## config.mk

```make
export PLATFORM = sky130hd
export DESIGN_NAME = jpeg_marker_parser
export DESIGN_NICKNAME = d
export VERILOG_FILES = /design/src/rtl/jmp_pkg.sv /design/src/rtl/jmp_marker_class.sv /design/src/rtl/jmp_side_fifo.sv /design/src/rtl/jpeg_marker_parser.sv
export SDC_FILE = /design/constraint.sdc
export NUM_CORES = 1
export LEC_CHECK = 0
export BUFFER_PORTS_ARGS = -buffer_cell sky130_fd_sc_hd__clkbuf_2
export CAP_MARGIN = 20
export CORE_UTILIZATION = 45
export CTS_BUF_LIST = sky130_fd_sc_hd__clkbuf_16
export DETAILED_ROUTE_END_ITERATION = 7
export PLACE_DENSITY = 0.63
export SLEW_MARGIN = 20
export SYNTH_ARGS = -nofsm -noshare
export SYNTH_HDL_FRONTEND = slang
export SYNTH_SLANG_ARGS = --single-unit
```

## constraint.sdc

```tcl
create_clock -name clk -period 5.2 [get_ports clk]
set_input_delay 1.04 -clock clk [delete_from_list [all_inputs] [get_ports clk]]
set_output_delay 1.04 -clock clk [all_outputs]
set_load 0.05 [all_outputs]
```

## src/rtl/jmp_pkg.sv

```systemverilog
// Shared constants and types for the JPEG marker segment parser.
// Assumes byte-serial input and a 16-bit segment length field.
package jmp_pkg;
    localparam int BYTE_W = 8;
    localparam int LEN_W  = 2 * BYTE_W;
    localparam int MASK_W = 5;
    localparam int ERR_W  = 3;

    // Mask bit positions per segment class (external contract).
    localparam int MB_HUFF     = 0;
    localparam int MB_QUANT    = 1;
    localparam int MB_INTERVAL = 2;
    localparam int MB_TEXT     = 3;
    localparam int MB_FRAME    = 4;

    // Error flag positions.
    localparam int EB_FRAME  = 0;
    localparam int EB_MARKER = 1;
    localparam int EB_LENGTH = 2;

    localparam logic [BYTE_W-1:0] CODE_PREFIX = 8'hFF;
    localparam logic [BYTE_W-1:0] CODE_SOI    = 8'hD8;
    localparam logic [BYTE_W-1:0] CODE_EOI    = 8'hD9;

    typedef enum logic [3:0] {
        MC_SOI, MC_EOI, MC_SOF0, MC_SOFX, MC_SOS, MC_DNL, MC_DQT,
        MC_DHT, MC_DRI, MC_COM, MC_APP, MC_FILL, MC_BAD
    } mclass_t;

    typedef enum logic [3:0] {
        ST_IDLE, ST_HUNT, ST_HUNT_CODE, ST_MK_FF, ST_MK_CODE,
        ST_LEN_HI, ST_LEN_LO, ST_BODY, ST_HANDOFF, ST_HALT
    } pstate_t;

    typedef struct packed {
        logic [BYTE_W-1:0] data;
        logic              soi;
        logic              eoi;
    } side_ent_t;
endpackage

```

## src/rtl/jmp_marker_class.sv

```systemverilog
// Marker code classifier: maps the byte after 0xFF to a segment class
// and to the mask bit that controls its forwarding.
// Assumes baseline-only streams; purely combinational.
module jmp_marker_class
    import jmp_pkg::*;
(
    input  logic [BYTE_W-1:0] code,
    output mclass_t           cls,
    output logic [2:0]        mask_bit
);
    // Decode the marker code into a class and its mask bit.
    always_comb begin
        cls      = MC_BAD;
        mask_bit = 3'(MB_FRAME);
        case (code)
            8'hD8: cls = MC_SOI;
            8'hD9: cls = MC_EOI;
            8'hC0: cls = MC_SOF0;
            8'hDA: cls = MC_SOS;
            8'hDC: cls = MC_DNL;
            8'hC4: begin cls = MC_DHT; mask_bit = 3'(MB_HUFF);     end
            8'hDB: begin cls = MC_DQT; mask_bit = 3'(MB_QUANT);    end
            8'hDD: begin cls = MC_DRI; mask_bit = 3'(MB_INTERVAL); end
            8'hFE: begin cls = MC_COM; mask_bit = 3'(MB_TEXT);     end
            8'hFF: cls = MC_FILL;
            default: begin
                if (code[7:4] == 4'hE) begin
                    cls      = MC_APP;
                    mask_bit = 3'(MB_TEXT);
                end else if (code[7:4] == 4'hC && code[1:0] != 2'b00) begin
                    cls = MC_SOFX;
                end
            end
        endcase
    end
endmodule

```

## src/rtl/jmp_side_fifo.sv

```systemverilog
// Small FIFO between the parser and the side output port.
// Holds the head entry until popped; DEPTH must be a power of two >= 2.
module jmp_side_fifo
    import jmp_pkg::*;
#(
    parameter  int DEPTH = 4,
    localparam int AW    = $clog2(DEPTH),
    localparam int CW    = AW + 1
)(
    input  logic      clk,
    input  logic      rst_n,
    input  logic      flush,
    input  logic      push,
    input  side_ent_t push_ent,
    input  logic      pop,
    output side_ent_t head,
    output logic      avail,
    output logic [CW-1:0] level
);
    side_ent_t     mem [DEPTH];
    logic [AW-1:0] wp_q, rp_q;
    logic [CW-1:0] lvl_q;
    logic          do_push, do_pop;

    assign do_push = push && (lvl_q != CW'(DEPTH));
    assign do_pop  = pop && (lvl_q != '0);

    // Pointer and occupancy bookkeeping.
    always_ff @(posedge clk) begin
        if (!rst_n || flush) begin
            wp_q  <= '0;
            rp_q  <= '0;
            lvl_q <= '0;
        end else begin
            if (do_push) wp_q <= wp_q + 1'b1;
            if (do_pop)  rp_q <= rp_q + 1'b1;
            lvl_q <= lvl_q + CW'(do_push) - CW'(do_pop);
        end
    end

    // Storage write; contents need no reset.
    always_ff @(posedge clk) begin
        if (do_push) mem[wp_q] <= push_ent;
    end

    assign head  = mem[rp_q];
    assign avail = (lvl_q != '0);
    assign level = lvl_q;
endmodule

```

## src/rtl/jpeg_marker_parser.sv

```systemverilog
// JPEG marker segment parser: hunts for SOI, walks marker segments by
// their length fields, forwards masked classes to a side port, hands
// off at SOS and returns to idle at EOI. Errors are sticky until clr.
// Assumes one input byte per strobe/ready handshake.
module jpeg_marker_parser
    import jmp_pkg::*;
#(
    parameter  int FIFO_DEPTH = 4,
    localparam int CW         = $clog2(FIFO_DEPTH) + 1
)(
    input  logic              clk,
    input  logic              rst_n,
    input  logic              clr,
    input  logic [BYTE_W-1:0] in_byte,
    input  logic              in_strobe,
    output logic              in_ready,
    input  logic [MASK_W-1:0] fwd_mask,
    output logic [BYTE_W-1:0] side_byte,
    output logic              side_avail,
    input  logic              side_next,
    output logic              side_soi,
    output logic              side_eoi,
    output logic              scan_start,
    input  logic              scan_done,
    output logic [ERR_W-1:0]  err_flags
);
    pstate_t           state_q, nxt;
    logic [MASK_W-1:0] mask_q;
    logic              seg_fwd_q, seg_fwd_nxt;
    logic              seg_sos_q, seg_sos_nxt;
    logic [BYTE_W-1:0] len_hi_q;
    logic [LEN_W-1:0]  remain_q, remain_nxt, seg_len;
    logic              pend_q, pend_set;
    side_ent_t         pend_ent_q, pend_nxt;
    logic [ERR_W-1:0]  err_q, err_set;
    logic              scan_q, scan_fire;
    logic              mask_ld, seg_done, take, accept_state;
    logic              push_req;
    side_ent_t         push_ent, head;
    logic [CW-1:0]     fill_level;
    mclass_t           cls;
    logic [2:0]        mask_bit;

    jmp_marker_class u_class (
        .code     (in_byte),
        .cls      (cls),
        .mask_bit (mask_bit)
    );

    jmp_side_fifo #(.DEPTH(FIFO_DEPTH)) u_fifo (
        .clk      (clk),
        .rst_n    (rst_n),
        .flush    (clr),
        .push     (push_req),
        .push_ent (push_ent),
        .pop      (side_next),
        .head     (head),
        .avail    (side_avail),
        .level    (fill_level)
    );

    // Input is taken only in parsing states, with no pending code and room for two.
    assign accept_state = (state_q != ST_HANDOFF) && (state_q != ST_HALT);
    assign in_ready     = accept_state && !pend_q &&
                          (fill_level <= CW'(FIFO_DEPTH - 2));
    assign take         = in_strobe && in_ready;
    assign seg_len      = {len_hi_q, in_byte};

    // Next-state, forwarding and error decisions for the accepted byte.
    always_comb begin
        nxt         = state_q;
        push_req    = 1'b0;
        push_ent    = '{data: in_byte, soi: 1'b0, eoi: 1'b0};
        pend_set    = 1'b0;
        pend_nxt    = pend_ent_q;
        err_set     = '0;
        remain_nxt  = remain_q;
        scan_fire   = 1'b0;
        seg_fwd_nxt = seg_fwd_q;
        seg_sos_nxt = seg_sos_q;
        mask_ld     = 1'b0;
        seg_done    = 1'b0;
        if (pend_q) begin
            push_req = 1'b1;
            push_ent = pend_ent_q;
        end
        if (take) begin
            case (state_q)
                ST_IDLE, ST_HUNT: begin
                    mask_ld = (state_q == ST_IDLE);
                    nxt     = (in_byte == CODE_PREFIX) ? ST_HUNT_CODE : ST_HUNT;
                end
                ST_HUNT_CODE: begin
                    if (in_byte == CODE_SOI) begin
                        nxt = ST_MK_FF;
                        if (|mask_q) begin
                            push_req = 1'b1;
                            push_ent = '{data: CODE_PREFIX, soi: 1'b0, eoi: 1'b0};
                            pend_set = 1'b1;
                            pend_nxt = '{data: CODE_SOI, soi: 1'b1, eoi: 1'b0};
                        end
                    end else if (in_byte != CODE_PREFIX) begin
                        nxt = ST_HUNT;
                    end
                end
                ST_MK_FF: begin
                    if (in_byte == CODE_PREFIX) begin
                        nxt = ST_MK_CODE;
                    end else begin
                        err_set[EB_MARKER] = 1'b1;
                        nxt                = ST_HALT;
                    end
                end
                ST_MK_CODE: begin
                    case (cls)
                        MC_FILL: ;
                        MC_EOI: begin
                            nxt = ST_IDLE;
                            if (|mask_q) begin
                                push_req = 1'b1;
                                push_ent = '{data: CODE_PREFIX, soi: 1'b0, eoi: 1'b0};
                                pend_set = 1'b1;
                                pend_nxt = '{data: CODE_EOI, soi: 1'b0, eoi: 1'b1};
                            end
                        end
                        MC_SOFX: begin
                            err_set[EB_FRAME] = 1'b1;
                            nxt               = ST_HALT;
                        end
                        MC_SOI, MC_BAD: begin
                            err_set[EB_MARKER] = 1'b1;
                            nxt                = ST_HALT;
                        end
                        default: begin
                            nxt         = ST_LEN_HI;
                            seg_fwd_nxt = mask_q[mask_bit];
                            seg_sos_nxt = (cls == MC_SOS);
                            if (mask_q[mask_bit]) begin
                                push_req = 1'b1;
                                push_ent = '{data: CODE_PREFIX, soi: 1'b0, eoi: 1'b0};
                                pend_set = 1'b1;
                                pend_nxt = '{data: in_byte, soi: 1'b0, eoi: 1'b0};
                            end
                        end
                    endcase
                end
                ST_LEN_HI: begin
                    push_req = seg_fwd_q;
                    nxt      = ST_LEN_LO;
                end
                ST_LEN_LO: begin
                    if (seg_len < LEN_W'(2)) begin
                        err_set[EB_LENGTH] = 1'b1;
                        nxt                = ST_HALT;
                    end else begin
                        push_req   = seg_fwd_q;
                        remain_nxt = seg_len - LEN_W'(2);
                        if (seg_len == LEN_W'(2)) seg_done = 1'b1;
                        else                      nxt      = ST_BODY;
                    end
                end
                ST_BODY: begin
                    push_req   = seg_fwd_q;
                    remain_nxt = remain_q - LEN_W'(1);
                    if (remain_q == LEN_W'(1)) seg_done = 1'b1;
                end
                default: ;
            endcase
        end
        if (seg_done) begin
            if (seg_sos_q) begin
                nxt       = ST_HANDOFF;
                scan_fire = 1'b1;
            end else begin
                nxt = ST_MK_FF;
            end
        end
        if (state_q == ST_HANDOFF && scan_done) nxt = ST_MK_FF;
    end

    // State, segment context, pending code and sticky error registers.
    always_ff @(posedge clk) begin
        if (!rst_n || clr) begin
            state_q    <= ST_IDLE;
            mask_q     <= '0;
            seg_fwd_q  <= 1'b0;
            seg_sos_q  <= 1'b0;
            len_hi_q   <= '0;
            remain_q   <= '0;
            pend_q     <= 1'b0;
            pend_ent_q <= '0;
            err_q      <= '0;
            scan_q     <= 1'b0;
        end else begin
            state_q   <= nxt;
            seg_fwd_q <= seg_fwd_nxt;
            seg_sos_q <= seg_sos_nxt;
            remain_q  <= remain_nxt;
            pend_q    <= pend_set;
            err_q     <= err_q | err_set;
            scan_q    <= scan_fire;
            if (pend_set) pend_ent_q <= pend_nxt;
            if (mask_ld)  mask_q     <= fwd_mask;
            if (take && state_q == ST_LEN_HI) len_hi_q <= in_byte;
        end
    end

    assign side_byte  = head.data;
    assign side_soi   = side_avail && head.soi;
    assign side_eoi   = side_avail && head.eoi;
    assign scan_start = scan_q;
    assign err_flags  = err_q;
endmodule

```

==> reports/results.txt <==
Final Critical Period: 3.50 ns
Slowest stage delay, CP: 0.58 ns
Number of gates resized after cts: 0
Residual DRC: 0
Total leakage power: 2.20 nW
Worst Hold Slack: 0.449 ns
Main combinational cell family by area after synthesis: simple AND/OR/NAND/NOR gates
Post-CTS Repair Setup Buffers: 0
Xor and xnor area share after synthesis: 2.71%
Vias in the first global route: 4,006
Syn avg cell area: 9.51 um^2
Endpoint class of the critical path: register
1st-pass router iterations: 4
Area growth from synthesis to final layout: 8.42%
Post-synthesis sequential element count: 99
PnR worst setup slack: 1.70 ns
Nature of the critical path startpoint: primary input
Endpoint of the worst hold-timing path: pend_ent_q[8]$_SDFFE_PP0P_
Antenna violations before repair: 0
Yosys top cell area share: 21.9%
Detail Route Antenna Nets: 0
Clock Root Buffer: sky130_fd_sc_hd__clkbuf_16
Global-route wire length before repair: 20.3 mm
Number of DRC violations after detailed-routing iteration 0: 404
Routability congestion estimate: 0.867
Netlist cell types: 77
Portion of the clock cycle consumed by the worst path in the final layout: 67.3%
Final net count: 614
Highest achievable clock rate: 0.286 GHz
YS warnings: 0
Global routing usage on met2: 32.5%
Ordered cell list for the critical path: clkbuf_2, or3_1, a211oi_2, o32ai_1, o21a_1, o31ai_1, and3_1
Post-synthesis share of cell area spent on full adders, half adders and majority gates: 2.64%
Clock buffers created by TritonCTS: 9
Sequential-to-total area share from yosys stat: 43.3%
Number of failing setup endpoints in the final timing report: 0
Clock sink total: 99
Clock transition at the registers of the reported paths: 0.07 ns
DPL Wire Length: 8.87 mm
Diode insertion count for antenna repair: 0
Number of hold violations in the final report: 0
Met3 Use GR: 4.05%
Critical register-to-register path startpoint: state_q[2]$_SDFFE_PP0P_
RSZ-0062 raised after global routing: false
PwrDens: 265 nW/um^2
GR Layer Usage met1: 27.7%
Total global-route track usage: 20.6%
Die outline height: 113 um
Post-synth top area cell: sky130_fd_sc_hd__edfxtp_1
Detail-routed via count per cell: 5.92
Number of top-level pins: 35
Overflow after GRT: 0
Top FF cell, synth: sky130_fd_sc_hd__dfxtp_1
Count of flip-flops with a built-in enable after synthesis: 40
WL final: 12.5 mm
Maximum number of pins on one net before global-route repair: 46
Cell depth of the worst hold path: 2
Core box area: 12,000 um^2
Setup tns final: 0 ns
Number of hold buffers added after cts: 0
Depth of the worst register-to-register path: 6
Launching element of the worst setup path: in_byte[0]
TritonCTS clock tree: done
Number of H-tree levels: 3
Overall power: 1.58 mW
Critical path peak fanout: 23
Max VDD drop: 141 uV
DP Worst Slack: 1.29 ns
Transition time at the pin with the least slew margin: 0.749 ns
Data required time of the worst path: 5.19 ns
Synthesized Nets: 608
Die width: 113 um
Clock latency on the worst-skew pair: 0.36 ns
Fraction of the mapped netlist area in simple logic gates: 21.8%
Critical path's top delay family: compound AO/OA/AOI/OAI gates
Kind of path behind the tightest hold check: reg2reg
Die area: 12,700 um^2
Worst Setup Path Type: in2reg
Reg2Reg Setup Slack: 2.16 ns
Max-cap violations: 0
Async set or reset register ratio after synthesis: 0%
Share of the synthesized area in compound gates (AO/OA/AOI/OAI): 16.0%
Main area contributors after synthesis: sky130_fd_sc_hd__edfxtp_1, sky130_fd_sc_hd__dfxtp_1, sky130_fd_sc_hd__mux4_2
Row cnt: 40
Standard cell with the maximum stage delay on the critical path: sky130_fd_sc_hd__and3_1
Number of max-slew violations in the final report: 0
Quantity of I/O buffers inserted on ports: 34
Effective utilization at floorplan: 46.0%
Number of buffers on the longest clock path: 2
Routed length per instance: 16.9 um
Share of post-route cells with drive strength above 1: 13.9%
Synthesized instance count: 578
Setup skew after layout: 0.0108 ns
Multiplexer share of the synthesized area: 7.44%
Max-slew headroom: 49.8%
Beginning of the worst hold path: pend_ent_q[8]$_SDFFE_PP0P_
Layer carrying the most global-route usage: met2
Post-synthesis instance area: 5500 um^2
Run status: finished, final reports clean
Arrival time worst endpoint: 3.49 ns
Vias: 4,360
Reg2reg end: u_fifo.mem[3][5]$_DFFE_PP_
Number of buffers and inverters on the critical path: 1
==> worst reg2reg max path: cells and delay by family (launching register included) <==
family	cells	cell delay, ns
simple gates	4	1.26
flops	1	0.73
compound gates	2	0.68
==> metrics by stage <==
stage	cell area [um^2]	instances	util, %
final	5960	736	49.8
after global routing	5960	736	49.8
after CTS	5960	736	49.8
after detailed placement	5650	720	47.2
after global placement	5650	720	47.2
after floorplan	5500	578	-
==> synth_stat cells, drive strengths merged, types with 3 or more instances <==
library cell	instances
o211a	3
nor3b	5
clkbuf	24
a31oi	3
nor4b	3
nand2	46
o31ai	4
mux2i	15
a221oi	4
nor4	11
nor2b	8
edfxtp	40
a21oi	35
nand2b	5
xnor2	11
or4	3
xor2	6
o21ai	29
nand4	4
nor2	58
dfxtp	59
nand3b	3
nand3	22
mux4	10
inv	26
and4	4
and2	10
nor3	15
ha	10
o22ai	4
and3	9
a22oi	5
nand4b	3
mux2	3
or3	5
buf	20
o21a	4
o211ai	13
a211oi	5
==> cell type report <==
| class | instances | area, um^2 |
|---|---|---|
| Clock buffer | 9 | 225 |
| Multi-Input combinational cell | 409 | 2780 |
| Tap cell | 147 | 184 |
| Fill cell | 1128 | 6000 |
| Clock inverter | 7 | 83.8 |
| Sequential cell | 99 | 2380 |
| Inverter | 26 | 97.6 |
| Timing Repair Buffer | 39 | 208 |
==> routing by layer <==
metal,wire (um),vias to the layer above
met2,5800,96
met5,0,-
met3,412,21
met4,281,0
li1,-,2141
met1,5980,2102
==> sequential cells by signal, summed over array words and instances (netlist names), named ones only <==
| register | count |
|---|---|
| err_flags | 3 |
| u_fifo.level | 3 |
| scan_start | 1 |
| seg_fwd_q | 1 |
| seg_sos_q | 1 |
| pend_q | 1 |
| remain_q | 16 |
| len_hi_q | 8 |
| u_fifo.rp_q | 2 |
| u_fifo.wp_q | 2 |
| pend_ent_q | 10 |
| u_fifo.mem | 40 |
| state_q | 4 |
| mask_q | 5 |
==> placed cells by master (no fill, tap or decap), types with 6 or more instances in the layout <==
| master | n |
|---|---|
| sky130_fd_sc_hd__dfxtp_1 | 59 |
| sky130_fd_sc_hd__nor2_1 | 58 |
| sky130_fd_sc_hd__nand2_1 | 46 |
| sky130_fd_sc_hd__edfxtp_1 | 40 |
| sky130_fd_sc_hd__a21oi_1 | 34 |
| sky130_fd_sc_hd__clkbuf_2 | 34 |
| sky130_fd_sc_hd__inv_1 | 26 |
| sky130_fd_sc_hd__o21ai_0 | 26 |
| sky130_fd_sc_hd__nand3_1 | 22 |
| sky130_fd_sc_hd__nor3_1 | 15 |
| sky130_fd_sc_hd__mux2i_1 | 15 |
| sky130_fd_sc_hd__o211ai_1 | 13 |
| sky130_fd_sc_hd__xnor2_1 | 11 |
| sky130_fd_sc_hd__mux4_2 | 10 |
| sky130_fd_sc_hd__ha_1 | 10 |
| sky130_fd_sc_hd__nor4_1 | 9 |
| sky130_fd_sc_hd__and2_1 | 9 |
| sky130_fd_sc_hd__clkbuf_16 | 9 |
| sky130_fd_sc_hd__and3_1 | 8 |
| sky130_fd_sc_hd__nor2b_1 | 8 |
| sky130_fd_sc_hd__xor2_1 | 6 |
==> worst max-delay path by stage <==
| stage | slack [ns] | cells after the start | endpoint |
|---|---|---|---|
| after CTS | 1.67 | 7 | u_fifo.mem[3][7]$_DFFE_PP_ |
| after detailed placement | 1.29 | 7 | u_fifo.mem[3][5]$_DFFE_PP_ |
| after global routing | 1.39 | 7 | u_fifo.mem[3][5]$_DFFE_PP_ |
| after floorplan | 1.80 | 12 | u_fifo.level[1]$_SDFF_PP0_ |
| after global placement | 1.36 | 7 | u_fifo.mem[1][5]$_DFFE_PP_ |
| final | 1.70 | 7 | u_fifo.mem[3][5]$_DFFE_PP_ |
==> logic make-up after synthesis <==
logic type | count (synthesis)
adders and majority gates | 11
DFF | 99
xor gates and xnor gates | 17
and+or+nand+nor | 222
buffers and inverters | 70
muxes | 28
AOI/OAI and AO/OA | 131
==> where the power goes <==
group,leakage [nW],internal (mW),switching [mW]
combinational,1.20,0.0280,0.0560
clock,0.151,0.346,0.336
sequential,0.847,0.806,0.00405
total,2.20,1.18,0.396
Power figures use the tool's default switching activity.
